$ cat config.mk
export PLATFORM = sky130hd
export DESIGN_NAME = mxdram_ctrl
export DESIGN_NICKNAME = d
export VERILOG_FILES = /design/src/rtl/mxdram_pkg.sv /design/src/rtl/mxdram_refresh.sv /design/src/rtl/mxdram_addr_mux.sv /design/src/rtl/mxdram_seq.sv /design/src/rtl/mxdram_ctrl.sv
export SDC_FILE = /design/constraint.sdc
export NUM_CORES = 1
export LEC_CHECK = 0
export ABC_AREA = 1
export BUFFER_PORTS_ARGS = -buffer_cell sky130_fd_sc_hd__buf_4
export CORE_MARGIN = 2
export CORE_UTILIZATION = 57
export CTS_BUF_LIST = sky130_fd_sc_hd__clkbuf_8
export CTS_CLUSTER_SIZE = 16
export DETAILED_ROUTE_END_ITERATION = 8
export GPL_TIMING_DRIVEN = 0
export PLACE_DENSITY = 0.82
export SLEW_MARGIN = 20
export SYNTH_ARGS = -nofsm -noshare
export SYNTH_HDL_FRONTEND = slang
export SYNTH_HIERARCHICAL = 1
export SYNTH_SLANG_ARGS = --single-unit
$ cat constraint.sdc
create_clock -name clk -period 2.7 [get_ports clk]
set_clock_uncertainty 0.2 [all_clocks]
set_input_delay 0.27 -clock clk [delete_from_list [all_inputs] [get_ports clk]]
set_output_delay 0.27 -clock clk [all_outputs]
set_load 0.03 [all_outputs]
$ cat src/rtl/mxdram_pkg.sv
package mxdram_pkg;
   typedef enum logic [2:0] {
      ST_PRE  = 3'd0,
      ST_IDLE = 3'd1,
      ST_ACT  = 3'd2,
      ST_COLS = 3'd3,
      ST_CASL = 3'd4,
      ST_REF  = 3'd5
   } seq_state_e;
endpackage

$ cat src/rtl/mxdram_refresh.sv
module mxdram_refresh #(
   parameter int ROW_BITS     = 8,
   parameter int REF_INTERVAL = 156,
   parameter int MAX_WAIT     = 9
) (
   input  logic                clk,
   input  logic                rst_n,
   input  logic                ref_start,
   input  logic                ref_done,
   output logic                ref_pend,
   output logic [ROW_BITS-1:0] ref_row
);
   localparam int TW = (REF_INTERVAL > 2) ? $clog2(REF_INTERVAL) : 1;
   localparam int AGW = $clog2(MAX_WAIT + 2) + 1;
   localparam logic [TW-1:0] T_LAST = TW'(REF_INTERVAL - 1);

   generate
      if (REF_INTERVAL < 2) begin : g_bad_interval
         $error("REF_INTERVAL must be at least 2");
      end
   endgenerate

   logic [TW-1:0] tmr_q;
   logic          tick;

   assign tick = (tmr_q == T_LAST);

   always_ff @(posedge clk) begin
      if (!rst_n) begin
         tmr_q    <= '0;
         ref_pend <= 1'b0;
         ref_row  <= '0;
      end else begin
         tmr_q <= tick ? '0 : tmr_q + 1'b1;
         if (tick)
            ref_pend <= 1'b1;
         else if (ref_start)
            ref_pend <= 1'b0;
         if (ref_done)
            ref_row <= ref_row + 1'b1;
      end
   end

   // waiting-time monitor for the priority property
   logic [AGW-1:0] age_q;
   always_ff @(posedge clk) begin
      if (!rst_n)
         age_q <= '0;
      else if (!ref_pend)
         age_q <= '0;
      else if (age_q <= AGW'(MAX_WAIT))
         age_q <= age_q + 1'b1;
   end


   pend_wait_chk: assert property (@(posedge clk) disable iff (!rst_n)
      ref_pend |-> (age_q <= AGW'(MAX_WAIT)));


   row_step_chk: assert property (@(posedge clk) disable iff (!rst_n)
      ref_done |=> (ref_row == $past(ref_row) + 1'b1));
endmodule

$ cat src/rtl/mxdram_addr_mux.sv
module mxdram_addr_mux #(
   parameter int ROW_BITS = 8
) (
   input  logic                  sel_col,
   input  logic                  sel_ref,
   input  logic [2*ROW_BITS-1:0] req_addr,
   input  logic [ROW_BITS-1:0]   ref_row,
   output logic [ROW_BITS-1:0]   pin_addr
);
   generate
      for (genvar i = 0; i < ROW_BITS; i++) begin : g_bit
         logic row_bit;
         assign row_bit     = sel_ref ? ref_row[i] : req_addr[i];
         assign pin_addr[i] = sel_col ? req_addr[ROW_BITS+i] : row_bit;
      end
   endgenerate
endmodule

$ cat src/rtl/mxdram_seq.sv
module mxdram_seq
   import mxdram_pkg::*;
#(
   parameter int ROW_BITS  = 8,
   parameter int DATA_BITS = 4,
   parameter int T_RCD     = 2,
   parameter int T_CAS     = 2,
   parameter int T_RP      = 2,
   parameter int T_REF     = 3
) (
   input  logic                  clk,
   input  logic                  rst_n,
   input  logic                  host_req,
   input  logic                  host_we,
   input  logic [2*ROW_BITS-1:0] host_addr,
   input  logic [DATA_BITS-1:0]  host_wdata,
   output logic                  host_ready,
   output logic [DATA_BITS-1:0]  host_rdata,
   input  logic                  ref_pend,
   output logic                  ref_start,
   output logic                  ref_done,
   output logic [2*ROW_BITS-1:0] addr_lat,
   output logic                  sel_col,
   output logic                  sel_ref,
   output logic                  ras_n,
   output logic                  cas_n,
   output logic                  we_n,
   output logic                  dq_oe,
   output logic [DATA_BITS-1:0]  dq_out,
   input  logic [DATA_BITS-1:0]  dq_in
);
   localparam int CW = $clog2(T_RCD + T_CAS + T_RP + T_REF + 1);
   localparam int HW = $clog2(T_RP + 2) + 1;

   generate
      if (T_RCD < 1 || T_CAS < 1 || T_RP < 1 || T_REF < 1) begin : g_bad_timing
         $error("all strobe timings must be at least one clock");
      end
   endgenerate

   seq_state_e     state_q, state_d;
   logic [CW-1:0]  cnt_q, cnt_d;
   logic           we_q;
   logic           take_host, ready_d, cap_rd;

   always_comb begin
      state_d   = state_q;
      cnt_d     = cnt_q;
      ref_start = 1'b0;
      ref_done  = 1'b0;
      take_host = 1'b0;
      ready_d   = 1'b0;
      cap_rd    = 1'b0;
      unique case (state_q)
         ST_PRE: begin
            if (cnt_q == '0) state_d = ST_IDLE;
            else             cnt_d   = cnt_q - 1'b1;
         end
         ST_IDLE: begin
            if (ref_pend) begin
               state_d   = ST_REF;
               cnt_d     = CW'(T_REF - 1);
               ref_start = 1'b1;
            end else if (host_req) begin
               state_d   = ST_ACT;
               cnt_d     = CW'(T_RCD - 1);
               take_host = 1'b1;
            end
         end
         ST_ACT: begin
            if (cnt_q == '0) state_d = ST_COLS;
            else             cnt_d   = cnt_q - 1'b1;
         end
         ST_COLS: begin
            state_d = ST_CASL;
            cnt_d   = CW'(T_CAS - 1);
         end
         ST_CASL: begin
            if (cnt_q == '0) begin
               state_d = ST_PRE;
               cnt_d   = CW'(T_RP - 1);
               ready_d = 1'b1;
               cap_rd  = !we_q;
            end else begin
               cnt_d = cnt_q - 1'b1;
            end
         end
         ST_REF: begin
            if (cnt_q == '0) begin
               state_d  = ST_PRE;
               cnt_d    = CW'(T_RP - 1);
               ref_done = 1'b1;
            end else begin
               cnt_d = cnt_q - 1'b1;
            end
         end
         default: begin
            state_d = ST_PRE;
            cnt_d   = CW'(T_RP - 1);
         end
      endcase
   end

   logic in_row, in_data;
   assign in_row  = (state_d == ST_ACT) || (state_d == ST_COLS) ||
                    (state_d == ST_CASL) || (state_d == ST_REF);
   assign in_data = (state_d == ST_COLS) || (state_d == ST_CASL);

   always_ff @(posedge clk) begin
      if (!rst_n) begin
         state_q    <= ST_PRE;
         cnt_q      <= CW'(T_RP - 1);
         we_q       <= 1'b0;
         addr_lat   <= '0;
         dq_out     <= '0;
         host_ready <= 1'b0;
         host_rdata <= '0;
         ras_n      <= 1'b1;
         cas_n      <= 1'b1;
         we_n       <= 1'b1;
         dq_oe      <= 1'b0;
         sel_col    <= 1'b0;
         sel_ref    <= 1'b0;
      end else begin
         state_q    <= state_d;
         cnt_q      <= cnt_d;
         host_ready <= ready_d;
         if (take_host) begin
            we_q     <= host_we;
            addr_lat <= host_addr;
            dq_out   <= host_wdata;
         end
         if (cap_rd)
            host_rdata <= dq_in;
         ras_n   <= !in_row;
         cas_n   <= !(state_d == ST_CASL);
         sel_col <= in_data;
         sel_ref <= (state_d == ST_REF);
         we_n    <= !(in_data && (take_host ? host_we : we_q));
         dq_oe   <= in_data && (take_host ? host_we : we_q);
      end
   end

   // precharge monitor: consecutive clocks with RAS high
   logic [HW-1:0] hi_cnt;
   always_ff @(posedge clk) begin
      if (!rst_n)
         hi_cnt <= '0;
      else if (!ras_n)
         hi_cnt <= '0;
      else if (hi_cnt <= HW'(T_RP))
         hi_cnt <= hi_cnt + 1'b1;
   end


   precharge_chk: assert property (@(posedge clk) disable iff (!rst_n)
      $fell(ras_n) |-> (hi_cnt >= HW'(T_RP)));


   cas_gate_chk: assert property (@(posedge clk) disable iff (!rst_n)
      !cas_n |-> !ras_n);


   we_setup_chk: assert property (@(posedge clk) disable iff (!rst_n)
      $fell(cas_n) |-> ($stable(we_n) && $stable(dq_oe)));


   ready_pulse_chk: assert property (@(posedge clk) disable iff (!rst_n)
      host_ready |=> !host_ready);
endmodule

$ cat src/rtl/mxdram_ctrl.sv
module mxdram_ctrl #(
   parameter int ROW_BITS     = 8,
   parameter int DATA_BITS    = 4,
   parameter int T_RCD        = 2,
   parameter int T_CAS        = 2,
   parameter int T_RP         = 2,
   parameter int T_REF        = 3,
   parameter int REF_INTERVAL = 156
) (
   input  logic                  clk,
   input  logic                  rst_n,
   input  logic                  host_req,
   input  logic                  host_we,
   input  logic [2*ROW_BITS-1:0] host_addr,
   input  logic [DATA_BITS-1:0]  host_wdata,
   output logic                  host_ready,
   output logic [DATA_BITS-1:0]  host_rdata,
   output logic [ROW_BITS-1:0]   dram_addr,
   output logic                  dram_ras_n,
   output logic                  dram_cas_n,
   output logic                  dram_we_n,
   output logic                  dram_dq_oe,
   output logic [DATA_BITS-1:0]  dram_dq_out,
   input  logic [DATA_BITS-1:0]  dram_dq_in
);
   localparam int AW       = 2 * ROW_BITS;
   localparam int MAX_WAIT = T_RCD + T_CAS + T_RP + 2;
   localparam int CYCLE    = T_RCD + T_CAS + T_RP + T_REF + 4;

   generate
      if (REF_INTERVAL <= CYCLE) begin : g_bad_period
         $error("REF_INTERVAL too short for one access plus one refresh");
      end
   endgenerate

   logic                ref_pend, ref_start, ref_done;
   logic [ROW_BITS-1:0] ref_row;
   logic [AW-1:0]       addr_lat;
   logic                sel_col, sel_ref;

   mxdram_refresh #(
      .ROW_BITS(ROW_BITS), .REF_INTERVAL(REF_INTERVAL), .MAX_WAIT(MAX_WAIT)
   ) u_refresh (
      .clk(clk), .rst_n(rst_n), .ref_start(ref_start), .ref_done(ref_done),
      .ref_pend(ref_pend), .ref_row(ref_row)
   );

   mxdram_seq #(
      .ROW_BITS(ROW_BITS), .DATA_BITS(DATA_BITS),
      .T_RCD(T_RCD), .T_CAS(T_CAS), .T_RP(T_RP), .T_REF(T_REF)
   ) u_seq (
      .clk(clk), .rst_n(rst_n),
      .host_req(host_req), .host_we(host_we), .host_addr(host_addr),
      .host_wdata(host_wdata), .host_ready(host_ready), .host_rdata(host_rdata),
      .ref_pend(ref_pend), .ref_start(ref_start), .ref_done(ref_done),
      .addr_lat(addr_lat), .sel_col(sel_col), .sel_ref(sel_ref),
      .ras_n(dram_ras_n), .cas_n(dram_cas_n), .we_n(dram_we_n),
      .dq_oe(dram_dq_oe), .dq_out(dram_dq_out), .dq_in(dram_dq_in)
   );

   mxdram_addr_mux #(.ROW_BITS(ROW_BITS)) u_mux (
      .sel_col(sel_col), .sel_ref(sel_ref), .req_addr(addr_lat),
      .ref_row(ref_row), .pin_addr(dram_addr)
   );


   row_mux_chk: assert property (@(posedge clk) disable iff (!rst_n)
      ($fell(dram_ras_n) && !sel_ref) |-> (dram_addr == addr_lat[ROW_BITS-1:0]));


   col_mux_chk: assert property (@(posedge clk) disable iff (!rst_n)
      $fell(dram_cas_n) |-> (dram_addr == addr_lat[AW-1:ROW_BITS]));


   ref_row_pin_chk: assert property (@(posedge clk) disable iff (!rst_n)
      ($fell(dram_ras_n) && sel_ref) |-> (dram_addr == ref_row && dram_cas_n));
endmodule

==> results of run 1 <==
==> stage by stage <==
step           std cells  power [mW]  hold WS (ns)
3_3_place_gp         475        1.79         0.247
3_5_place_dp         475        1.82         0.258
6_report             489        2.27       0.00490
2_1_floorplan        375        1.60         0.215
4_1_cts              489        2.27      0.000108
5_1_grt              489        2.41        0.0163
==> routing by layer <==
| metal | GRT usage, % | wire length, um | vias to the layer above |
|---|---|---|---|
| li1 | - | - | 1284 |
| met1 | 26.4 | 2460 | 1098 |
| met2 | 39.5 | 2810 | 62 |
| met3 | 4.50 | 289 | 9 |
| met4 | 7.76 | 85 | 0 |
| met5 | 0 | 0 | - |
==> cell type report <==
class	count	area [um^2]
inverters	52	195
flip-flops and latches	56	1120
repair buffers	54	420
clock inverters	3	20.0
well taps	52	65.1
plain buffers	10	66.3
clock buffers	5	68.8
multi-input cells	257	1230
fillers	354	1190
==> cells in the mapped netlist (4+ instances only) <==
master | instances | area [um^2]
inv_2 | 5 | 18.8
nand2_1 | 79 | 297
nor3_1 | 5 | 25.0
a21oi_1 | 11 | 55.1
nor2_4 | 6 | 67.6
o21ai_0 | 24 | 120
nor2_1 | 79 | 297
ha_1 | 5 | 62.6
nand2_2 | 4 | 25.0
dfxtp_1 | 56 | 1120
nand3_1 | 26 | 130
inv_1 | 47 | 176
==> timing repair <==
| item | CTS | global route |
|---|---|---|
| gates resized for setup | 0 | 0 |
| hold buffers | 6 | 0 |
| endpoints found under the hold margin | 6 | 0 |
==> cell families (layout without fill, tap and decap cells) <==
family | Yosys count | after routing | synth area share, %
AOI/OAI and AO/OA | 40 | 40 | 7.94
xor gates and xnor gates | 3 | 3 | 1.00
adders and majority gates | 5 | 5 | 2.39
buffers and inverters | 62 | 124 | 10.0
DFF | 56 | 56 | 42.9
and+or+nand+nor | 209 | 209 | 35.8
==> worst min path at each step <==
stage | start | endpoint
finish | host_addr[5] | u_seq/addr_lat[5]
global route | dram_dq_in[0] | u_seq/host_rdata[0]
CTS | host_addr[10] | u_seq/addr_lat[10]
detailed placement | u_refresh/tmr_q[7] | u_refresh/tmr_q[7]
global placement | u_refresh/tmr_q[0] | u_refresh/tmr_q[0]
floorplan | host_addr[0] | u_seq/addr_lat[0]
==> power breakdown <==
| part | internal [mW] | leakage, nW | total (mW) | switching, mW |
|---|---|---|---|---|
| logic | 0.301 | 0.990 | 0.810 | 0.509 |
| clock network | 0.181 | 0.0455 | 0.453 | 0.271 |
| registers | 0.936 | 0.454 | 1.01 | 0.0687 |
==> sequential cells by signal (all words and copies together) (netlist names), 3 cells and up <==
| name | count |
|---|---|
| u_seq/addr_lat | 16 |
| u_refresh/ref_row | 8 |
| u_refresh/tmr_q | 8 |
| u_seq/host_rdata | 4 |
| u_seq/dq_out | 4 |
| u_seq/state_q | 3 |
| u_seq/cnt_q | 4 |
==> worst min-delay path: cells and delay by family <==
kind                   cells  cell delay (ns)
buffers and inverters      1             0.07
AOI/OAI and AO/OA          1             0.07
and+or+nand+nor            1             0.07
==> out/metrics.sh, run 1 <==
DETAILEDPLACE.WORSTSLACK_NS=0.368
PATH_MAX_FANOUT=6
WORST-ENDPOINT-ARRIVAL_NS=2.34
PERIOD_SHARE_PCT=86.4
DIE_WIDTH_UM=71.7
SLEW_AT_THE_PIN_WITH_THE_WORST_MAX_SLEW_SLACK_NS=0.777
CORE_REGION_AREA_UM2=4380
PERIOD_MINUS_SLACK_NS=2.33
FIN_AREA_UM2=3190
WORST_HOLD_PATH.NUM_CELLS=3
DRT_DRC_VIOLATIONS_LEFT=0
YOSYS_REGISTER_BITS=56
CRITICAL_PATH_REQUIRED_NS=2.71
FINAL_CELL_MIX='nand2_1, nor2_1, dfxtp_1'
FIRST_PASS_GRT_WIRE_LENGTH_MM=9.07
CTS.REPAIR_TIMING.SETUP_BUFFER_COUNT=0
CP_SLOWEST_STAGE_DELAY_NS=0.64
SYNTH_WARNINGS=6
TIMING.FINAL.SETUP_VIOLATIONS=0
SYNTH_ENABLE_FLOP_CELLS=0
MAX-VDD-IR-DROP_uV=548
INSERTEDDIODECOUNT=0
SYNTH_SEQ_AREA_SHARE_PCT=42.9
NUMBER_OF_NETS_IN_THE_SYNTHESIZED_NETLIST=408
WS_PATH_TYPE='reg2reg'
GRT_START_MAX_NET_PINS=18
SYN_AREA_PER_CELL_UM2=6.97
SYNTH.LIB_CELLS_USED.DISTINCT=28
CRITICAL_PATH_CELL_SEQUENCE='inv_1 -> ha_1 -> nand2_1 -> nor3_1 -> nand3_2 -> nor2_4 -> nand3_1 -> nand2_1 -> nor2_1'
CTS.PATH.MAX_BUFFERS=2
CRIT_CELLS=9
DRT_PASS1_ITERATIONS=5
WORST_REG2REG_ENDPOINT='u_refresh/ref_row[6]'
DIEAREA_UM2=5150
SYNTH_TOP_FLOP_CELL='dfxtp_1'
CLK_TRANSITION_REPORTED_PATHS_NS=0.10
GRT_RESIDUAL_OVERFLOW=0
FINALHOLDVIOLCOUNT=0
LAYOUT.NETS=469
NUMBER_OF_STANDARD_CELLS_AFTER_SYNTHESIS=375
WL_MM=5.64
WORST_SKEW_PAIR_LATENCY_NS=0.31
CRIT_PATH_END_KIND='flip-flop'
WORSTSETUPSTARTPOINTTYPE='flip-flop'
DETAILED_PLACE.AREA_UM2=3040
ANTENNA_VIOLATING_NETS_POST_ROUTE=0
R2R_CELLS=9
CRITICAL-PATH-TOP-DELAY-FAMILY='simple AND/OR/NAND/NOR gates'
VIASPERCELL=5.02
SHARE_OF_POST_ROUTE_CELLS_WITH_DRIVE_STRENGTH_ABOVE_1_PCT=19.7
CLOCK.FMAX_MHz=429
CRITICAL-PATH-TOP-CELL-BY-COUNT='nand2_1'
RSZ0062_AT_GRT='false'
LEAKAGE_nW=1.49
DRV_SLEW=0
CRITPATHLAUNCH='u_seq/cnt_q[0]'
SYNTHESIS.AREA_UM2=2620
FLOW.AREA_GROWTH_FROM_SYNTHESIS_PCT=22.0
FINAL_CORE_UTIL_PCT=72.7
GP_CONGESTION=0.855
TYPE_OF_THE_MOST_CRITICAL_HOLD_PATH='in2reg'
NUMBER_OF_PORT_BUFFERS=48
TRACK_USAGE_PCT=22.2
REGISTER_TO_REGISTER_SETUP_SLACK_NS=0.37
DIE_H_UM=71.7
WORST_SLEW_MARGIN_RELATIVE_TO_ITS_LIMIT_PCT=47.8
VIA_COUNT=2453
HTREE_NUM_LEVELS=2
NUMCTSBUFFERS=5
CTS.SINKS=56
ROOT_BUFFER='clkbuf_8'
TOP_LEVEL_PORTS=49
DRT-WIRELENGTH-PER-CELL_UM=11.5
INITIAL_CORE_UTIL_PCT=59.6
TIMING.CRITICAL_PATH.TO='u_refresh/ref_row[6]'
DRT-INITIAL-DRC-COUNT=135
BUFS_AND_INVS_ON_WORST_PATH=1
CRITICAL_R2R_LAUNCH='u_seq/cnt_q[0]'
POWER.DENSITY_CELL_AREA_nW_PER_UM2=711
NUMBER_OF_CELL_ROWS=24
ASYNC_FLOP_SHARE_PCT=0
FINAL_CRITICAL_PATH_SETUP_SLACK_NS=0.367
CTS_TREE='yes'
DPL.HPWL_MM=4.25
TNS_NS=0
GRT_ANTENNA_BEFORE_REPAIR=0
MAX_CAP_VIOL_COUNT=0
RUN_STATUS='complete, no violations'
GRT_PASS1_VIAS=2243
CRITICAL-PATH-SLOWEST-CELL='nor3_1'
Power figures use the tool's default switching activity.
==> run 2, diff against run 1 <==
--- a/config.mk
+++ b/config.mk
@@ -13,7 +13,7 @@
 export CTS_CLUSTER_SIZE = 16
 export DETAILED_ROUTE_END_ITERATION = 8
 export GPL_TIMING_DRIVEN = 0
-export PLACE_DENSITY = 0.82
+export PLACE_DENSITY = 0.87
 export SLEW_MARGIN = 20
 export SYNTH_ARGS = -nofsm -noshare
 export SYNTH_HDL_FRONTEND = slang
==> run 2 against run 1 <==
Against the previous run: register-to-register slack better by 0.04 ns; non-clock buffer count shrank 4; critical path type unchanged; cell area down 0.67%; largest power group unchanged.
==> out/metrics.sh, run 2 (synthesis results as in run 1) <==
CRITICAL-PATH-TOP-CELL-BY-COUNT='nand2_1'
DRT_DRC_VIOLATIONS_LEFT=0
TIMING.CRITICAL_PATH.TO='u_refresh/ref_row[6]'
GRT_ANTENNA_BEFORE_REPAIR=0
MAX_CAP_VIOL_COUNT=0
CRITICAL_R2R_LAUNCH='u_seq/cnt_q[0]'
FIRST_PASS_GRT_WIRE_LENGTH_MM=9.07
WORST_SKEW_PAIR_LATENCY_NS=0.30
GRT_START_MAX_NET_PINS=17
CRITICAL-PATH-SLOWEST-CELL='nor3_1'
LAYOUT.NETS=465
DIE_WIDTH_UM=71.7
DRV_SLEW=0
CTS.PATH.MAX_BUFFERS=2
CTS_TREE='yes'
TRACK_USAGE_PCT=22.1
CORE_REGION_AREA_UM2=4380
CRITICAL_PATH_CELL_SEQUENCE='inv_1 -> ha_1 -> nand2_1 -> nor3_1 -> nand3_2 -> nor2_4 -> nand3_1 -> nand2_1 -> nor2_1'
RSZ0062_AT_GRT='false'
CRITICAL_PATH_REQUIRED_NS=2.71
P_SEQ_SHARE_PCT=42.8
TOP_REGISTER='u_seq/addr_lat'
WS_PATH_TYPE='reg2reg'
FINAL_CELL_MIX='nand2_1, nor2_1, dfxtp_1'
VIA_COUNT=2425
INSERTEDDIODECOUNT=0
FINALHOLDVIOLCOUNT=0
WL_MM=5.41
POWER.DENSITY_CELL_AREA_nW_PER_UM2=744
LEAKAGE_nW=1.49
TNS_NS=0
TIMING.FINAL.SETUP_VIOLATIONS=0
WORST-ENDPOINT-ARRIVAL_NS=2.31
INITIAL_CORE_UTIL_PCT=59.6
NUMBER_OF_PORT_BUFFERS=48
BUFS_AND_INVS_ON_WORST_PATH=1
CLOCK.FMAX_MHz=435
R2R_CELLS=9
FINAL_CORE_UTIL_PCT=72.3
PERIOD_MINUS_SLACK_NS=2.30
POWER_FRAC_COMB_PCT=34.5
DRT-INITIAL-DRC-COUNT=120
WORST_REG2REG_ENDPOINT='u_refresh/ref_row[6]'
GP_CONGESTION=0.874
CP_SLOWEST_STAGE_DELAY_NS=0.61
FLOW.AREA_GROWTH_FROM_SYNTHESIS_PCT=21.1
FINAL_INSTANCE_COUNT_EXCL_FILLERS=485
DIE_H_UM=71.7
SHARE_OF_POST_ROUTE_CELLS_WITH_DRIVE_STRENGTH_ABOVE_1_PCT=19.9
CRITPATHLAUNCH='u_seq/cnt_q[0]'
DRT-WIRELENGTH-PER-CELL_UM=11.2
POWER.SWITCHING_FRACTION_PCT=36.1
INTERNAL_POWER_mW=1.51
CTS_HOLD_BUF=1
GRT_PASS1_VIAS=2202
LARGEST_REGISTER_FFS=16
CTS.REPAIR_TIMING.SETUP_BUFFER_COUNT=0
PERIOD_SHARE_PCT=85.1
DPL.HPWL_MM=4.09
CRITICAL-PATH-TOP-DELAY-FAMILY='simple AND/OR/NAND/NOR gates'
TOP_LEVEL_PORTS=49
REGISTER_TO_REGISTER_SETUP_SLACK_NS=0.40
TYPE_OF_THE_MOST_CRITICAL_HOLD_PATH='in2reg'
MAX-VDD-IR-DROP_uV=519
CRIT_CELLS=9
PLACEDCELLCOUNT=475
DETAILEDPLACE.WORSTSLACK_NS=0.405
LARGEST_REGISTERS='u_seq/addr_lat x16, u_refresh/ref_row x8, u_refresh/tmr_q x8'
SLEW_AT_THE_PIN_WITH_THE_WORST_MAX_SLEW_SLACK_NS=0.733
VIASPERCELL=5.00
CRIT_PATH_END_KIND='flip-flop'
HTREE_NUM_LEVELS=2
CTS.SINKS=56
CTS_RESIZED=0
ANTENNA_VIOLATING_NETS_POST_ROUTE=0
NUMCTSBUFFERS=5
RUN_STATUS='complete, no violations'
PATH_MAX_FANOUT=6
DRT_PASS1_ITERATIONS=4
CLK_TRANSITION_REPORTED_PATHS_NS=0.09
DIEAREA_UM2=5150
WORST_SLEW_MARGIN_RELATIVE_TO_ITS_LIMIT_PCT=50.8
CLOCK_POWER_SHARE_PCT=22.7
SWITCHING_POWER_uW=851
ROOT_BUFFER='clkbuf_8'
NUMBER_OF_CELL_ROWS=24
FINAL_CRITICAL_PATH_SETUP_SLACK_NS=0.403
GRT_RESIDUAL_OVERFLOW=0
WORSTSETUPSTARTPOINTTYPE='flip-flop'
==> run 2: changes by cell type in the layout (fill, tap and decap cells not counted) <==
| cell | previous run | this run |
|---|---|---|
| bufinv_16 | 0 | 1 |
| clkinv_2 | 0 | 1 |
| clkinv_4 | 1 | 0 |
| clkinvlp_4 | 1 | 0 |
| dlygate4sd3_1 | 6 | 2 |
==> run 2: area by class of cell <==
class,count,area (um^2)
Buffer,10,66.3
Clock buffer,5,68.8
Clock inverter,3,38.8
Fill cell,373,1220
Inverter,52,195
Multi-Input combinational cell,257,1230
Sequential cell,56,1120
Tap cell,52,65.1
Timing Repair Buffer,50,380
==> run 2: power by group through the flow <==
stage	Clock (mW)	Sequential, mW	Combinational, mW
2_1_floorplan	0	1.04	0.558
6_report	0.534	1.01	0.814
3_5_place_dp	0	1.03	0.793
4_1_cts	0.545	1.01	0.811
5_1_grt	0.579	1.02	0.910
3_3_place_gp	0	1.02	0.771
==> run 2: how the worst min path moves through the flow <==
stage / startpoint / to / slack [ns] / depth (start not counted)
6_report: host_wdata[2] / u_seq/dq_out[2] / 0.006 / 3
5_1_grt: host_wdata[2] / u_seq/dq_out[2] / 0.01 / 3
4_1_cts: host_wdata[2] / u_seq/dq_out[2] / 0.003 / 3
3_5_place_dp: u_refresh/tmr_q[7] / u_refresh/tmr_q[7] / 0.26 / 2
3_3_place_gp: u_refresh/tmr_q[0] / u_refresh/tmr_q[0] / 0.25 / 1
2_1_floorplan: host_addr[0] / u_seq/addr_lat[0] / 0.22 / 2
==> run 2: worst register-to-register path: cells and delay by family (launching register included) <==
kind | cells | cell delay, ns
DFF | 1 | 0.34
buffers and inverters | 1 | 0.14
and+or+nand+nor | 7 | 1.33
adders and majority gates | 1 | 0.19
==> run 2: per-stage QoR <==
| stage | power, mW | cell area, um^2 | hold WS (ns) |
|---|---|---|---|
| global route | 2.51 | 3170 | 0.0108 |
| floorplan | 1.60 | 2620 | 0.215 |
| CTS | 2.36 | 3160 | 0.00339 |
| global placement | 1.79 | 3040 | 0.246 |
| detailed placement | 1.82 | 3040 | 0.257 |
| finish | 2.36 | 3170 | 0.00563 |
==> run 2: per-layer routing <==
metal	track usage (%)	vias up	routed length (um)	part of all wire, %
met2	38.9	45	2680	49
met4	6.50	0	76	1.4
li1	-	1276	-	-
met1	26.7	1096	2430	45
met5	0	-	0	0
met3	5.34	8	225	4.2
